**src/rtl/clkstop_pkg.sv**
```systemverilog
package clkstop_pkg;

  // Minimum synchronizer depth that keeps metastability out of the gate path.
  localparam int unsigned CS_SYNC_MIN = 2;

  // Width of a down-counter that must hold the value n-1.
  function automatic int unsigned cs_cnt_width(input int unsigned n);
    return (n > 1) ? $clog2(n) : 1;
  endfunction

endpackage

```
**src/rtl/clkstop_sync.sv**
```systemverilog
module clkstop_sync #(
  parameter int unsigned STAGES = clkstop_pkg::CS_SYNC_MIN
) (
  input  logic clk_i,
  input  logic rst_ni,
  input  logic async_i,
  output logic sync_o
);

  // Reset value 0: the synchronized request reads "stop" until the input is seen.
  logic [STAGES-1:0] chain_q;

  generate
    if (STAGES == 1) begin : g_single
      always_ff @(posedge clk_i or negedge rst_ni) begin
        if (!rst_ni) chain_q <= '0;
        else         chain_q <= async_i;
      end
    end else begin : g_chain
      always_ff @(posedge clk_i or negedge rst_ni) begin
        if (!rst_ni) chain_q <= '0;
        else         chain_q <= {chain_q[STAGES-2:0], async_i};
      end
    end
  endgenerate

  assign sync_o = chain_q[STAGES-1];

endmodule

```
**src/rtl/clkstop_hold_ctrl.sv**
```systemverilog
module clkstop_hold_ctrl #(
  parameter int unsigned MIN_ON = 100
) (
  input  logic clk_i,
  input  logic rst_ni,
  input  logic go_i,        // synchronized request, 1 = run
  output logic run_nxt_o,   // state for the coming edge, sampled by gate cells at the falling edge
  output logic run_o        // registered running state
);

  localparam int unsigned   CW   = clkstop_pkg::cs_cnt_width(MIN_ON);
  localparam logic [CW-1:0] LOAD = CW'(MIN_ON - 1);

  logic          run_q;
  logic [CW-1:0] hold_q;
  logic          hold_busy;

  assign hold_busy = (hold_q != '0);

  // A stop is honoured only once the hold window has drained; while the
  // request remains asserted it simply waits here.
  always_comb begin
    if (run_q) run_nxt_o = go_i | hold_busy;
    else       run_nxt_o = go_i;
  end

  always_ff @(posedge clk_i or negedge rst_ni) begin
    if (!rst_ni) begin
      run_q  <= 1'b0;
      hold_q <= '0;
    end else begin
      run_q <= run_nxt_o;
      if (!run_q && run_nxt_o)  hold_q <= LOAD;
      else if (hold_busy)       hold_q <= hold_q - 1'b1;
    end
  end

  assign run_o = run_q;

  AST_HOLD_KEEPS_RUN: assert property (@(posedge clk_i) disable iff (!rst_ni)
    (run_q && hold_busy) |=> run_q);
  AST_HOLD_BOUND: assert property (@(posedge clk_i) disable iff (!rst_ni)
    hold_q <= LOAD);
  AST_STOP_NEEDS_REQ: assert property (@(posedge clk_i) disable iff (!rst_ni)
    $fell(run_q) |-> !$past(go_i));
  AST_START_NEEDS_REQ: assert property (@(posedge clk_i) disable iff (!rst_ni)
    $rose(run_q) |-> $past(go_i));

endmodule

```
**src/rtl/clkstop_gate_cell.sv**
```systemverilog
module clkstop_gate_cell (
  input  logic clk_i,
  input  logic rst_ni,
  input  logic open_i,
  input  logic en_i,
  output logic clk_o
);

  logic gate_q;

  // Updated only on the falling edge, so the AND below never sees a change
  // while the source clock is high.
  always_ff @(negedge clk_i or negedge rst_ni) begin
    if (!rst_ni) gate_q <= 1'b0;
    else         gate_q <= open_i & en_i;
  end

  assign clk_o = clk_i & gate_q;

  always @(gate_q) begin
    if (rst_ni) begin
      AST_GATE_LOW_PHASE: assert (!clk_i) else $error("gate moved in high phase");
    end
  end

  AST_DISABLED_CLOSED: assert property (@(posedge clk_i) disable iff (!rst_ni)
    !en_i |-> !gate_q);

endmodule

```
**src/rtl/clkstop_gate.sv**
```systemverilog
module clkstop_gate #(
  parameter int unsigned N_OUT       = 4,
  parameter int unsigned MIN_ON      = 100,
  parameter int unsigned SYNC_STAGES = 2
) (
  input  logic             clk_src,
  input  logic             rst_n,
  input  logic             stop_req_n,
  input  logic [N_OUT-1:0] out_en,
  output logic [N_OUT-1:0] clk_out,
  output logic             running
);

  logic go_sync;
  logic run_nxt;

  clkstop_sync #(.STAGES(SYNC_STAGES)) u_sync (
    .clk_i   (clk_src),
    .rst_ni  (rst_n),
    .async_i (stop_req_n),
    .sync_o  (go_sync)
  );

  clkstop_hold_ctrl #(.MIN_ON(MIN_ON)) u_ctrl (
    .clk_i     (clk_src),
    .rst_ni    (rst_n),
    .go_i      (go_sync),
    .run_nxt_o (run_nxt),
    .run_o     (running)
  );

  generate
    for (genvar gi = 0; gi < N_OUT; gi++) begin : g_out
      clkstop_gate_cell u_cell (
        .clk_i  (clk_src),
        .rst_ni (rst_n),
        .open_i (run_nxt),
        .en_i   (out_en[gi]),
        .clk_o  (clk_out[gi])
      );
    end
  endgenerate

endmodule

```
**config.mk**
```make
export PLATFORM = sky130hd
export DESIGN_NAME = clkstop_gate
export DESIGN_NICKNAME = d
export VERILOG_FILES = /design/src/rtl/clkstop_pkg.sv /design/src/rtl/clkstop_sync.sv /design/src/rtl/clkstop_hold_ctrl.sv /design/src/rtl/clkstop_gate_cell.sv /design/src/rtl/clkstop_gate.sv
export SDC_FILE = /design/constraint.sdc
export NUM_CORES = 1
export LEC_CHECK = 0
export ABC_AREA = 1
export ABC_CLOCK_PERIOD_IN_PS = 1150
export BUFFER_PORTS_ARGS = -buffer_cell sky130_fd_sc_hd__buf_4
export CORE_UTILIZATION = 35
export DETAILED_ROUTE_END_ITERATION = 8
export HOLD_SLACK_MARGIN = 0.1
export PLACE_DENSITY = 0.54
export SLEW_MARGIN = 20
export SYNTH_ARGS = -nofsm -noshare
export SYNTH_HDL_FRONTEND = slang
export SYNTH_SLANG_ARGS = --single-unit
```
**constraint.sdc**
```tcl
create_clock -name clk_src -period 1.15 [get_ports clk_src]
set_input_delay 0.115 -clock clk_src [delete_from_list [all_inputs] [get_ports clk_src]]
set_output_delay 0.115 -clock clk_src [all_outputs]
set_load 0.01 [all_outputs]
```
Word-level counts from Yosys, hierarchy flattened
Cells that the tools add are included.
- ROM bits: 0
- memories kept: 0
- word-level logic and storage cells: 24
- output and inout bits: 5
- register bits after elaboration: 14
- memory bits (writable): 0
- bits of input ports: 7
- latch bits: 0
- multipliers: 0
- reduce and logical (&&, ||, !) cells: 4
- div/mod/pow operators: 0
- equality and inequality tests: 0
- magnitude comparators: 0
- bitwise gates (word level): 9
- mux-type cells: 3
- shift operators: 0
- $add $sub $neg: 1
- operators by type and width (operator ; count):
    $mux W7 ; 2
    $and A1 B1 Y1 ; 8
    $reduce_bool A7 Y1 ; 1
    $sub A7 B1 Y7 const B ; 1
    $reduce_bool A2 Y1 ; 1
    $logic_and A1 B1 Y1 ; 1
    $logic_not A1 Y1 ; 1
    $mux W1 ; 1
    $or A1 B1 Y1 ; 1

Depth between registers and ports, before layout
Gate-level depths: netlist of the first run.
- depth after elaboration: 5
- gate-level depth with buffers: 8
- gate-level depth less buffers: 8

Cells and area by module
From an unflattened synthesis of the first run, not the netlist that was laid out.
- cells, all modules: 81
- area, all modules: 680.7 sq um
- modules (own cells, without submodules) (module ; cells an instance ; sequential area each (sq um) ; instances ; area each (sq um)):
    clkstop_hold_ctrl ; 59 ; 200.2 ; 1 ; 470.5
    clkstop_gate_cell ; 5 ; 25.0 ; 4 ; 40.0
    clkstop_sync ; 2 ; 50.0 ; 1 ; 50.0

==> results of run 1 <==
==> cell type report <==
class	count	area (um^2)
fillers	173	774
repair buffers	23	194
multi-input cells	46	273
clock buffers	12	111
flip-flops and latches	14	350
well taps	25	31.3
inverters	9	33.8
clock inverters	4	15.0
==> what timing repair did <==
item,CTS,global route
setup buffers,2,0
hold buffers,3,0
hold endpoints to repair,15,0
pin swaps,5,4
resized for setup,4,9
setup endpoints to repair,19,29
==> sequential cells by signal, summed over array words and instances, names as in the netlist <==
name                 cells
u_ctrl.run_o             1
u_sync.chain_q           2
g_out.u_cell.gate_q      4
u_ctrl.hold_q            7
==> logic make-up (layout without fill, tap and decap cells) <==
group | count (synthesis) | after routing
buffers and inverters | 17 | 48
AO/OA/AOI/OAI | 7 | 7
adder cells (fa/ha/maj) | 1 | 1
flip-flops | 14 | 14
AND/OR/NAND/NOR | 38 | 38
==> Yosys cell counts <==
cell	count	area share, %
sky130_fd_sc_hd__o21ai_0	1	0.73
sky130_fd_sc_hd__nand4_1	1	0.92
sky130_fd_sc_hd__buf_4	4	4.4
sky130_fd_sc_hd__o21ai_1	1	0.73
sky130_fd_sc_hd__a21boi_0	3	3.3
sky130_fd_sc_hd__ha_1	1	1.8
sky130_fd_sc_hd__dfrtp_1	10	37
sky130_fd_sc_hd__a21boi_1	1	1.1
sky130_fd_sc_hd__nor2_1	4	2.2
sky130_fd_sc_hd__inv_2	2	1.1
sky130_fd_sc_hd__dfrtn_1	4	15
sky130_fd_sc_hd__nand2_2	1	0.92
sky130_fd_sc_hd__a21oi_1	1	0.73
sky130_fd_sc_hd__nor2_2	3	2.8
sky130_fd_sc_hd__nand3_1	7	5.1
sky130_fd_sc_hd__nand3_4	1	2.6
sky130_fd_sc_hd__nor2_4	2	3.3
sky130_fd_sc_hd__or2_2	1	0.92
sky130_fd_sc_hd__inv_1	11	6.1
sky130_fd_sc_hd__nand2_1	18	9.9
==> final timing paths <==
| check | slack [ns] | from | endpoint | depth (start not counted) |
|---|---|---|---|---|
| min in group asynchronous | 0.42 | rst_n | u_ctrl.hold_q[6] | 3 |
| worst min register to register | 0.36 | u_sync.chain_q[0] | u_sync.chain_q[1] | 0 |
| max in group asynchronous | 0.40 | rst_n | u_ctrl.hold_q[3] | 3 |
| worst max-delay path | -0.55 | u_ctrl.hold_q[0] | g_out[3].u_cell.gate_q | 7 |
| worst max register to register | -0.55 | u_ctrl.hold_q[0] | g_out[3].u_cell.gate_q | 7 |
| worst min-delay path | 0.36 | stop_req_n | u_sync.chain_q[0] | 2 |
==> placed cells by master, fill, tap and decap left out <==
master                           instances
sky130_fd_sc_hd__inv_2                   5
sky130_fd_sc_hd__dlygate4sd3_1           2
sky130_fd_sc_hd__nor2_1                  3
sky130_fd_sc_hd__nand3_1                 7
sky130_fd_sc_hd__nor2_2                  4
sky130_fd_sc_hd__inv_1                   8
sky130_fd_sc_hd__dfrtp_1                10
sky130_fd_sc_hd__dlymetal6s4s_1          1
sky130_fd_sc_hd__buf_6                   7
sky130_fd_sc_hd__buf_4                  17
sky130_fd_sc_hd__o21ai_0                 1
sky130_fd_sc_hd__a21oi_1                 1
sky130_fd_sc_hd__o21ai_1                 1
sky130_fd_sc_hd__or2_2                   1
sky130_fd_sc_hd__dfrtn_1                 4
sky130_fd_sc_hd__clkbuf_4                7
sky130_fd_sc_hd__nand3_4                 1
sky130_fd_sc_hd__clkbuf_8                1
sky130_fd_sc_hd__nor2_4                  2
sky130_fd_sc_hd__nand2_1                18
sky130_fd_sc_hd__nand4_1                 1
sky130_fd_sc_hd__ha_4                    1
sky130_fd_sc_hd__nand2_4                 1
sky130_fd_sc_hd__a21boi_1                4
==> per-layer routing <==
metal  routed length, um  up-vias  global-route usage [%]
li1                    -      298                       -
met2                 585       14                    20.8
met3                  65        3                    12.2
met4                  24        0                    12.9
met1                 698      260                    20.8
met5                   0        -                       0
==> through the flow <==
| stage | hold slack (ns) | instance area [um^2] | util [%] | total power [mW] |
|---|---|---|---|---|
| 3_3_place_gp | -0.0243 | 866 | 48.6 | 1.71 |
| 5_1_grt | 0.339 | 1010 | 56.6 | 2.66 |
| 2_1_floorplan | -0.181 | 711 | - | 1.47 |
| 3_5_place_dp | -0.0238 | 866 | 48.6 | 1.72 |
| 4_1_cts | 0.352 | 988 | 55.4 | 2.40 |
| 6_report | 0.359 | 1010 | 56.6 | 2.45 |
==> where the power goes <==
group          internal [mW]  switching (mW)
Clock                  0.513           0.373
Sequential             0.638          0.0965
Combinational          0.424           0.401
==> results.md, run 1 <==
Run status:
- The flow ran to the end, but the final reports show violations.
- The final reports fail on setup timing.

STA:
- Once routing completed, OpenROAD measured the worst setup slack at -0.553 ns.
- Setup repair after global routing could not meet its margin everywhere.
- The final setup TNS is -5.72 ns.
- For the pin with the worst max-slew slack, the measured transition is 0.493 ns.
- The number of failing hold endpoints at the final stage is 0.
- The normalized max-slew margin is between 60 and 70%.
- The clock tree skew after final layout is 0.0115 ns.
- The setup violation total in the final timing report is 19.
- The final-report max-slew violation count came to 0.

Placement:
- After detailed placement, the design holds a cell count of 120.
- The pre-CTS setup slack is -0.564 ns.
- The number of buffers inserted by port buffering is 11.
- The final RePlAce weighted congestion is 0.763.
- The half-perimeter wire length of the detailed placement result is 896 um.

Synthesis:
- The mean cell area of the mapped netlist is 8.86 um^2.
- Counting flops and latches in the post-synthesis netlist gives 14.
- The count of cell types in the netlist is 20.
- The synthesized instance count is 77.
- The synthesized netlist occupies a cell area of 682 um^2.
- Summing the areas of all and, or, nand and nor instances in the mapped netlist gives 28.6% of the synthesized area.
- Measured against the total synthesized area, the mux share comes to 0%.
- For this run, the number of Yosys warnings is 0.
- Of the total synthesized cell area, the portion taken by full adders, half adders and majority gates is 1.83%.
- The xor-xnor portion of the synthesized cell area is 0%.
- The sequential-to-total area share from yosys stat is 51.4%.
- The post-synthesis net count is 85.
- The share of the synthesized area in compound gates (AO/OA/AOI/OAI) is 6.61%.
- After synthesis, the largest family of logic cells by area is simple AND/OR/NAND/NOR gates.

Final layout:
- The number of antenna repair diodes is 0.
- The net count of the finished layout is 117.
- Once layout is complete, the cells apart from fillers number 133.
- The synthesis-to-finish area growth is 47.9%.
- Cells with a size suffix above 1 make up 43.5% of the layout.

Die:
- The initialized floorplan defines 15 standard-cell rows.
- The placeable core region is 0.00178 mm^2.
- For this configuration, the core starts out at a cell density of 38.2%.
- The die height is 46.1 um.
- The floorplan step defined a die boundary enclosing 0.00213 mm^2.
- The boundary pin count is 12.
- In this run the horizontal extent of the chip is approximately 46 um.

CTS:
- The CTS tree is yes.
- The source-to-sink clock delay at the later pin of the worst-skew pair is approximately 0.4 ns.
- The clock transition at the registers of the reported paths is around 0.09 ns.

Critical path:
- The worst endpoint data arrival time is 1.39 ns.
- The most frequent cell on the critical path is sky130_fd_sc_hd__inv_2.
- The total buffers and inverters traversed by the critical path is 2.
- The worst stage delay on the critical path is 0.39 ns.
- Traced cell by cell, the critical path runs through inv_2, ha_4, inv_2, nor2_4, nand3_4, nand2_4, a21boi_1.
- The worst path required time is ~0.83 ns.
- Along the worst path, the maximum fanout reaches 5.
- The critical path is of the register to register type.
- The kind of start point of the critical path is a register.
- The cell type of the slowest stage on the worst timing path is sky130_fd_sc_hd__dfrtp_1.
- The type of element capturing the critical path is a register.
- The cell family contributing the most delay on the critical path is flip-flops.

GRT:
- The overall fraction of global-route tracks in use is approximately 17%.
- The number of global-route vias before repair was between 500 and 600.
- The maximum number of pins on one net before global-route repair is 11.
- The number of antenna violations at the first check in global routing came to 0.
- The first-pass GRT wire length is ~2300 um.
- The final global-route overflow total is 0.

Detailed routing:
- The wire length after detailed routing is 1370 um.
- In the routed design, unresolved DRC markers number 0.
- After detailed routing, the average wire length per cell comes to around 10 um.
- The iteration count of the initial detailed-routing pass is 4.
- The DRC marker count from the first detailed-route iteration is 6.
- Once detail routing completed, the nets flagged for antenna violations numbered 0.
- The detailed router placed 575 vias in this run.
- Using the TritonRoute via totals, the vias-per-cell ratio works out to 4.32.

Run:
- The max capacitance violation total is 0.

Hold path:
- The class of the worst hold path is input pin to register.

Pwr:
- The static leakage is 0.523 nW.
- The ratio of total power to cell area is 2420 mW/mm^2.
- IR analysis of the VDD net gives a maximum drop of 0.00136 V.
Power figures use the tool's default switching activity.
==> inputs of run 2 (changes only) <==
CTS_CLUSTER_DIAMETER = 100   (was default)
RECOVER_POWER = 50   (was default)
==> run 2 against run 1 <==
Net effect: the run still ends with setup timing left; sequential share of layout area rose by 0.13 points; clock power barely moved; largest power group unchanged; die area did not move.
==> results.md, run 2 (synthesis gave the netlist of run 1 again) <==
Run status:
- The flow ran to the end, but the final reports show violations.
- The final reports fail on setup timing.

Critical path:
- The setup check on the worst reg-to-reg path leaves a slack of -0.55 ns.
- For the worst setup path, the data required time is around 0.83 ns.
- The kind of start point of the critical path is a register.
- In this run the worst path has a maximum fanout of 5.
- Counting both buffers and inverters, the worst setup path holds a total of 2.
- The signal on the critical path passes through inv_2, ha_4, inv_2, nor2_4, nand3_4, nand2_4, a21boi_1.
- The slowest stage of the critical path is the sky130_fd_sc_hd__dfrtp_1 cell.
- The critical path's top delay family is flip-flops.
- The critical path runs through a total of 7 cells.
- The most critical setup path has its startpoint at u_ctrl.hold_q[0].
- Data arrives at the worst endpoint at 1.39 ns.
- The most frequent cell on the critical path is sky130_fd_sc_hd__inv_2.
- The endpoint of the worst register-to-register path is g_out[3].u_cell.gate_q.
- The worst setup path endpoint is g_out[3].u_cell.gate_q.
- The worst stage delay on the critical path is 0.39 ns.
- The class of the most critical setup path is register to register.
- The number of cells on the worst reg-to-reg path is 7.
- The source of the worst register-to-register timing path is u_ctrl.hold_q[0].
- The type of element capturing the critical path is a register.

Die:
- 12 I/O pins were placed.
- The number of rows created at floorplan is 15.
- After floorplanning, the core was sized to cover 0.00178 mm^2.
- The die area is approximately 0.0021 mm^2.
- Measured along the y axis, the die boundary spans approximately 46 um.
- The die is 46.1 um wide.
- The initial standard-cell utilization of the core is 38.2%.

GRT:
- Entering global routing, the biggest net connects 11 pins.
- The final global-route overflow total is 0.
- Across every metal layer, demand over resource in global routing totals 17.3%.
- The number of antenna violations at the first check in global routing is 0.
- The number of global-route vias before repair was 585.
- The first global-routing pass estimated 2330 um of wire.

STA:
- The final-report max-slew violation count is 0.
- The worst pin sits at a relative slew slack of between 60% and 70%.
- Hold timing on the final database bottoms out at a slack of 0.361 ns.
- The number of failing hold endpoints at the final stage was 0.
- The measured slew at the worst slew-check pin is 0.493 ns.
- Setup violations remaining at the end of the flow were counted as 19.
- Setup total negative slack on the finished layout was measured at -5.72 ns.
- The clock tree skew after final layout is around 0.012 ns.
- After layout, the worst setup slack is -0.553 ns.
- Setup repair after global routing could not meet its margin everywhere.

Detailed routing:
- For this run, design rule violations remaining after detail routing come to 0.
- The detail route stage leaves a number of antenna-violating nets equal to 0.
- In this run, the number of DRC markers left after iteration 0 of detailed routing was 6.
- The via count is around 580.
- Dividing the detail-routed via count by the number of cells gives between 4 and 5.
- Summed over all layers, the routed wires come to 1370 um.
- The pre-antenna-repair detailed-routing pass consisted of 4 iterations.
- The post-detailed-route wirelength per cell is 10.3 um.

CTS:
- The later pin in the worst-skew pair is clocked with a latency of between 0.4 and 0.5 ns.
- After clock tree synthesis, the clock-pin slew on the worst setup and hold paths is 0.09 ns.
- The CTS tree is yes.

Final layout:
- The utilization after layout is 56.4%.
- Leaving out fill and tap cells, the most frequent cell in the layout is sky130_fd_sc_hd__nand2_1.
- More flip-flops sit in one register than any other, and that register is u_ctrl.hold_q.
- Relative to the synthesized area, the layout overhead comes to 47.3%.
- The finished cells cover between 0.001 and 0.0015 mm^2.
- The number of flip-flops under the largest register name is 7.
- In the final layout, the registers with the most flip-flops are u_ctrl.hold_q x7, g_out.u_cell.gate_q x4, u_sync.chain_q x2.
- The net count of the finished layout is about 120.
- In the layout the commonest cells are sky130_fd_sc_hd__nand2_1 (18), sky130_fd_sc_hd__buf_4 (15), sky130_fd_sc_hd__dfrtp_1 (10).
- The finished layout holds 133 standard cells, fillers aside.
- The layout cell share with drive strength beyond 1 is 42.6%.
- The number of antenna repair diodes is 0.

Hold path:
- The class of the worst hold path is register to register.

Placement:
- After legalization and detailed placement, the total HPWL measured 896 um.
- Counting tap cells, the placed design contains a total of 120 instances.
- The placed instances occupy a cell area of 866 um^2.
- The number of buffers inserted by port buffering is 11.
- At the end of routability-driven placement, the weighted congestion stood at about 0.76.

Pwr:
- The ratio of total power to cell area is 2430 mW/mm^2.
- The peak supply drop is 0.00136 V.
- The static leakage is roughly 0.52 nW.

Run:
- The max capacitance violation total is 0.
run 2: cell count changes in the layout (fill, tap and decap cells not counted), sizes merged:
| cell | before | now |
|---|---|---|
| clkbuf | 8 | 10 |
| buf | 24 | 22 |
run 2: report_power, final:
| part | switching, mW | internal, mW | total (mW) |
|---|---|---|---|
| Sequential | 0.0964 | 0.638 | 0.734 |
| Combinational | 0.401 | 0.422 | 0.823 |
| Clock | 0.373 | 0.513 | 0.886 |
run 2: how the worst min path moves through the flow:
stage | from | to | slack [ns] | depth (start not counted)
2_1_floorplan | rst_n | u_ctrl.hold_q[0] | -0.18 | 0
4_1_cts | stop_req_n | u_sync.chain_q[0] | 0.35 | 2
6_report | u_sync.chain_q[0] | u_sync.chain_q[1] | 0.36 | 0
5_1_grt | stop_req_n | u_sync.chain_q[0] | 0.36 | 2
3_5_place_dp | rst_n | u_ctrl.hold_q[5] | -0.02 | 1
3_3_place_gp | rst_n | u_ctrl.hold_q[5] | -0.02 | 1
run 2: stage by stage:
| stage | total power [mW] | setup WS, ns |
|---|---|---|
| 2_1_floorplan | 1.47 | -0.581 |
| 3_3_place_gp | 1.71 | -0.535 |
| 3_5_place_dp | 1.72 | -0.564 |
| 4_1_cts | 2.40 | -0.566 |
| 5_1_grt | 2.66 | -0.609 |
| 6_report | 2.44 | -0.553 |
run 2: repair_timing:
action	CTS	global route
endpoints found under the hold margin	15	0
hold buffers	3	0
pin swaps	5	4
setup buffers	2	0
gates resized for setup	4	9
setup endpoints to repair	19	29
run 2: layer usage:
metal	wire (um)	track usage (%)
met5	0	0
met3	65	12.2
met4	24	12.9
met2	584	20.8
met1	696	20.8
run 2: area by class of cell:
type,count,area [um^2]
Clock inverter,4,15.0
Fill cell,173,778
Timing Repair Buffer,23,190
Tap cell,25,31.3
Inverter,9,33.8
Multi-Input combinational cell,46,273
Sequential cell,14,350
Clock buffer,12,111
==> inputs of run 3 (changes only) <==
ABC_CLOCK_PERIOD_IN_PS = 1440   (was 1150)
CORE_MARGIN = 8   (was default)
clock period = 1.44 ns   (was 1.15 ns; I/O delays follow)
==> run 3 against run 2 <==
Net effect: the flow still finishes with violations (setup timing); via count shrank 0.70%; die area up 70%; wire length down 0.66%; critical path depth down 4; cell count unchanged; critical path type is now register to output port; critical endpoint is now clk_out[0]; largest cell class unchanged.
==> results.md, run 3 (synthesis gave the netlist of run 1 again) <==
Detailed routing:
- The iteration count of the initial detailed-routing pass is 4.
- In the routed layout, each cell is associated on average with a via count of 4.29.
- The final layout contains routed wiring with a total length of between 1000 and 1500 um.
- The remaining design rule violation count is 0.
- The post-detailed-route wirelength per cell is 10.2 um.
- The remaining antenna violation count is 0.
- Across all layers, the routed design uses 571 vias.
- The DRC marker count from the first detailed-route iteration is 4.

Pwr:
- The peak supply drop is about 0.0011 V.
- In this run the power density over the cells is 1960 mW/mm^2.
- The overall power consumption is 1.92 mW.
- The static leakage is 0.496 nW.

Critical path:
- The worst register-to-register path has a depth of 7.
- The most critical setup path has its endpoint at clk_out[0].
- The startpoint identified for the worst register-to-register timing path is u_ctrl.hold_q[0].
- The class of the most critical setup path is register to output port.
- The worst register-to-register path ends at g_out[1].u_cell.gate_q.
- The worst endpoint data arrival time is 1.71 ns.
- STA classifies the critical path startpoint as a register.
- STA classifies the critical path endpoint as an output port.
- The top fanout value on the critical path is 1.
- For flop-to-flop paths, the worst setup slack is -0.39 ns.
- The worst path required time is 1.30 ns.
- The launching element of the worst setup path is g_out[0].u_cell.gate_q.

CTS:
- At the later pin of the worst-skew pair, clock insertion delay measures 0.39 ns.
- The CTS tree is yes.
- After clock tree synthesis, the clock-pin slew on the worst setup and hold paths is 0.09 ns.

STA:
- At the pin with the least slew margin, the transition time is around 0.75 ns.
- In this run the tightest slew margin relative to its limit is about half.
- The final-report max-slew violation count was 0.
- The final setup TNS is -3.14 ns.
- The number of failing hold endpoints at the final stage is 0.
- Between clock sinks in the finished design, the worst skew comes to 0.0145 ns.
- Setup repair after global routing could not meet its margin everywhere.
- The setup violation total in the final timing report is 12.
- Setup slack on the critical path of the routed design comes to -0.411 ns.

Final layout:
- The library cells used most frequently in the layout, excluding fill and tap cells, are sky130_fd_sc_hd__nand2_1 (18), sky130_fd_sc_hd__buf_4 (16), sky130_fd_sc_hd__dfrtp_1 (10).
- The post-route netlist has a little over two fifths of its cells at a drive strength greater than 1.
- The register with the most flip-flops in the layout has 7 of them.
- The filler cell count in the final layout is 180.
- Leaving out fill and tap cells, the most frequent cell in the layout is sky130_fd_sc_hd__nand2_1.
- The multi-input logic area is 282 um^2.
- The finished cells cover about 980 um^2.
- The largest registers in the layout are u_ctrl.hold_q x7, g_out.u_cell.gate_q x4, u_sync.chain_q x2.
- The net total in the final layout is between 100 and 150.
- The number of antenna repair diodes is 0.
- The storage element area is 350 um^2.
- The count of placed standard cells in the final layout, fillers left out is 133.
- The largest register by flop count is u_ctrl.hold_q.
- The synthesis-to-finish area growth is 43.9%.

Placement:
- In this run the cell area measured after placement is 861 um^2.
- The final RePlAce weighted congestion is 0.801.
- The half-perimeter wire length of the detailed placement result is 969 um.
- Once placement completed, the tool counted placed cells totaling 121.
- The number of buffers inserted by port buffering is 11.

Die:
- In this run the standard cell core region covers roughly 0.0019 mm^2.
- Once the floorplan was initialized, standard cells occupied a little over a third of the core.
- After floorplanning, the core was divided into 16 placement rows.
- The die covers 0.00362 mm^2.
- Pin placement for this block handled 12 I/O pins.
- The die height is 60.1 um.
- The die is 60.1 um wide.

GRT:
- Entering global routing, the biggest net connects 15 pins.
- The first global-routing pass estimated 2310 um of wire.
- In the global route stage, overall resource usage came out at 9.17%.
- The number of antenna violations at the first check in global routing is 0.
- The final global-route overflow total is 0.
- The number of global-route vias before repair is 654.

Run status:
- The flow ran to the end, but the final reports show violations.
- The final reports fail on setup timing.

Run:
- The max capacitance violation total is 0.

Hold path:
- The min-delay analysis places its worst path in the category input pin to asynchronous set/reset pin.
[run 3: area by class of cell]
type,instances,share of cell area [%]
Clock buffer,13,11.7
Multi-Input combinational cell,46,28.7
Timing Repair Buffer,20,15.4
Inverter,9,3.44
Tap cell,27,3.44
Clock inverter,4,1.53
Sequential cell,14,35.7
[run 3: per-stage QoR]
step	util [%]	hold slack [ns]	setup slack, ns
6_report	51.6	0.336	-0.411
5_1_grt	51.6	0.380	-0.475
4_1_cts	51.2	0.141	-0.440
3_5_place_dp	45.3	0.00591	-0.397
3_3_place_gp	45.3	0.00341	-0.385
2_1_floorplan	-	-0.152	-0.436
[run 3: critical path, stage by stage (launching register included)]
cell	delay (ns)
sky130_fd_sc_hd__dfrtn_1	0.39
sky130_fd_sc_hd__nand2_1	0.05
sky130_fd_sc_hd__inv_1	0.06
sky130_fd_sc_hd__buf_6	0.10
[run 3: how the worst min path moves through the flow]
stage                            startpoint           endpoint  cells after the start
after floorplan                       rst_n   u_ctrl.hold_q[0]                      0
after detailed placement              rst_n   u_ctrl.hold_q[3]                      1
after global routing      u_sync.chain_q[0]  u_sync.chain_q[1]                      0
after global placement                rst_n   u_ctrl.hold_q[3]                      1
final                                 rst_n   u_ctrl.hold_q[3]                      2
after CTS                             rst_n   u_ctrl.hold_q[3]                      2
[run 3: power by group]
part           internal [mW]  total [mW]  leakage, nW  switching [mW]
logic                  0.323       0.638        0.232           0.315
registers              0.510       0.587        0.159          0.0770
clock network          0.420       0.699        0.105           0.280
[run 3: routing by layer]
metal	global-route usage [%]	vias to the layer above	part of all wire (%)
li1	-	291	-
met1	9.42	268	46
met2	12.2	12	48
met3	6.24	0	5.3
met4	8.16	0	0
met5	0	-	0
[run 3: repair_timing]
item,CTS,global route
hold endpoints to repair,11,0
hold buffers,2,0
resized for setup,7,3
pin swaps,4,3
endpoints found under the setup margin,12,17
gates cloned,0,0
setup buffers,1,1
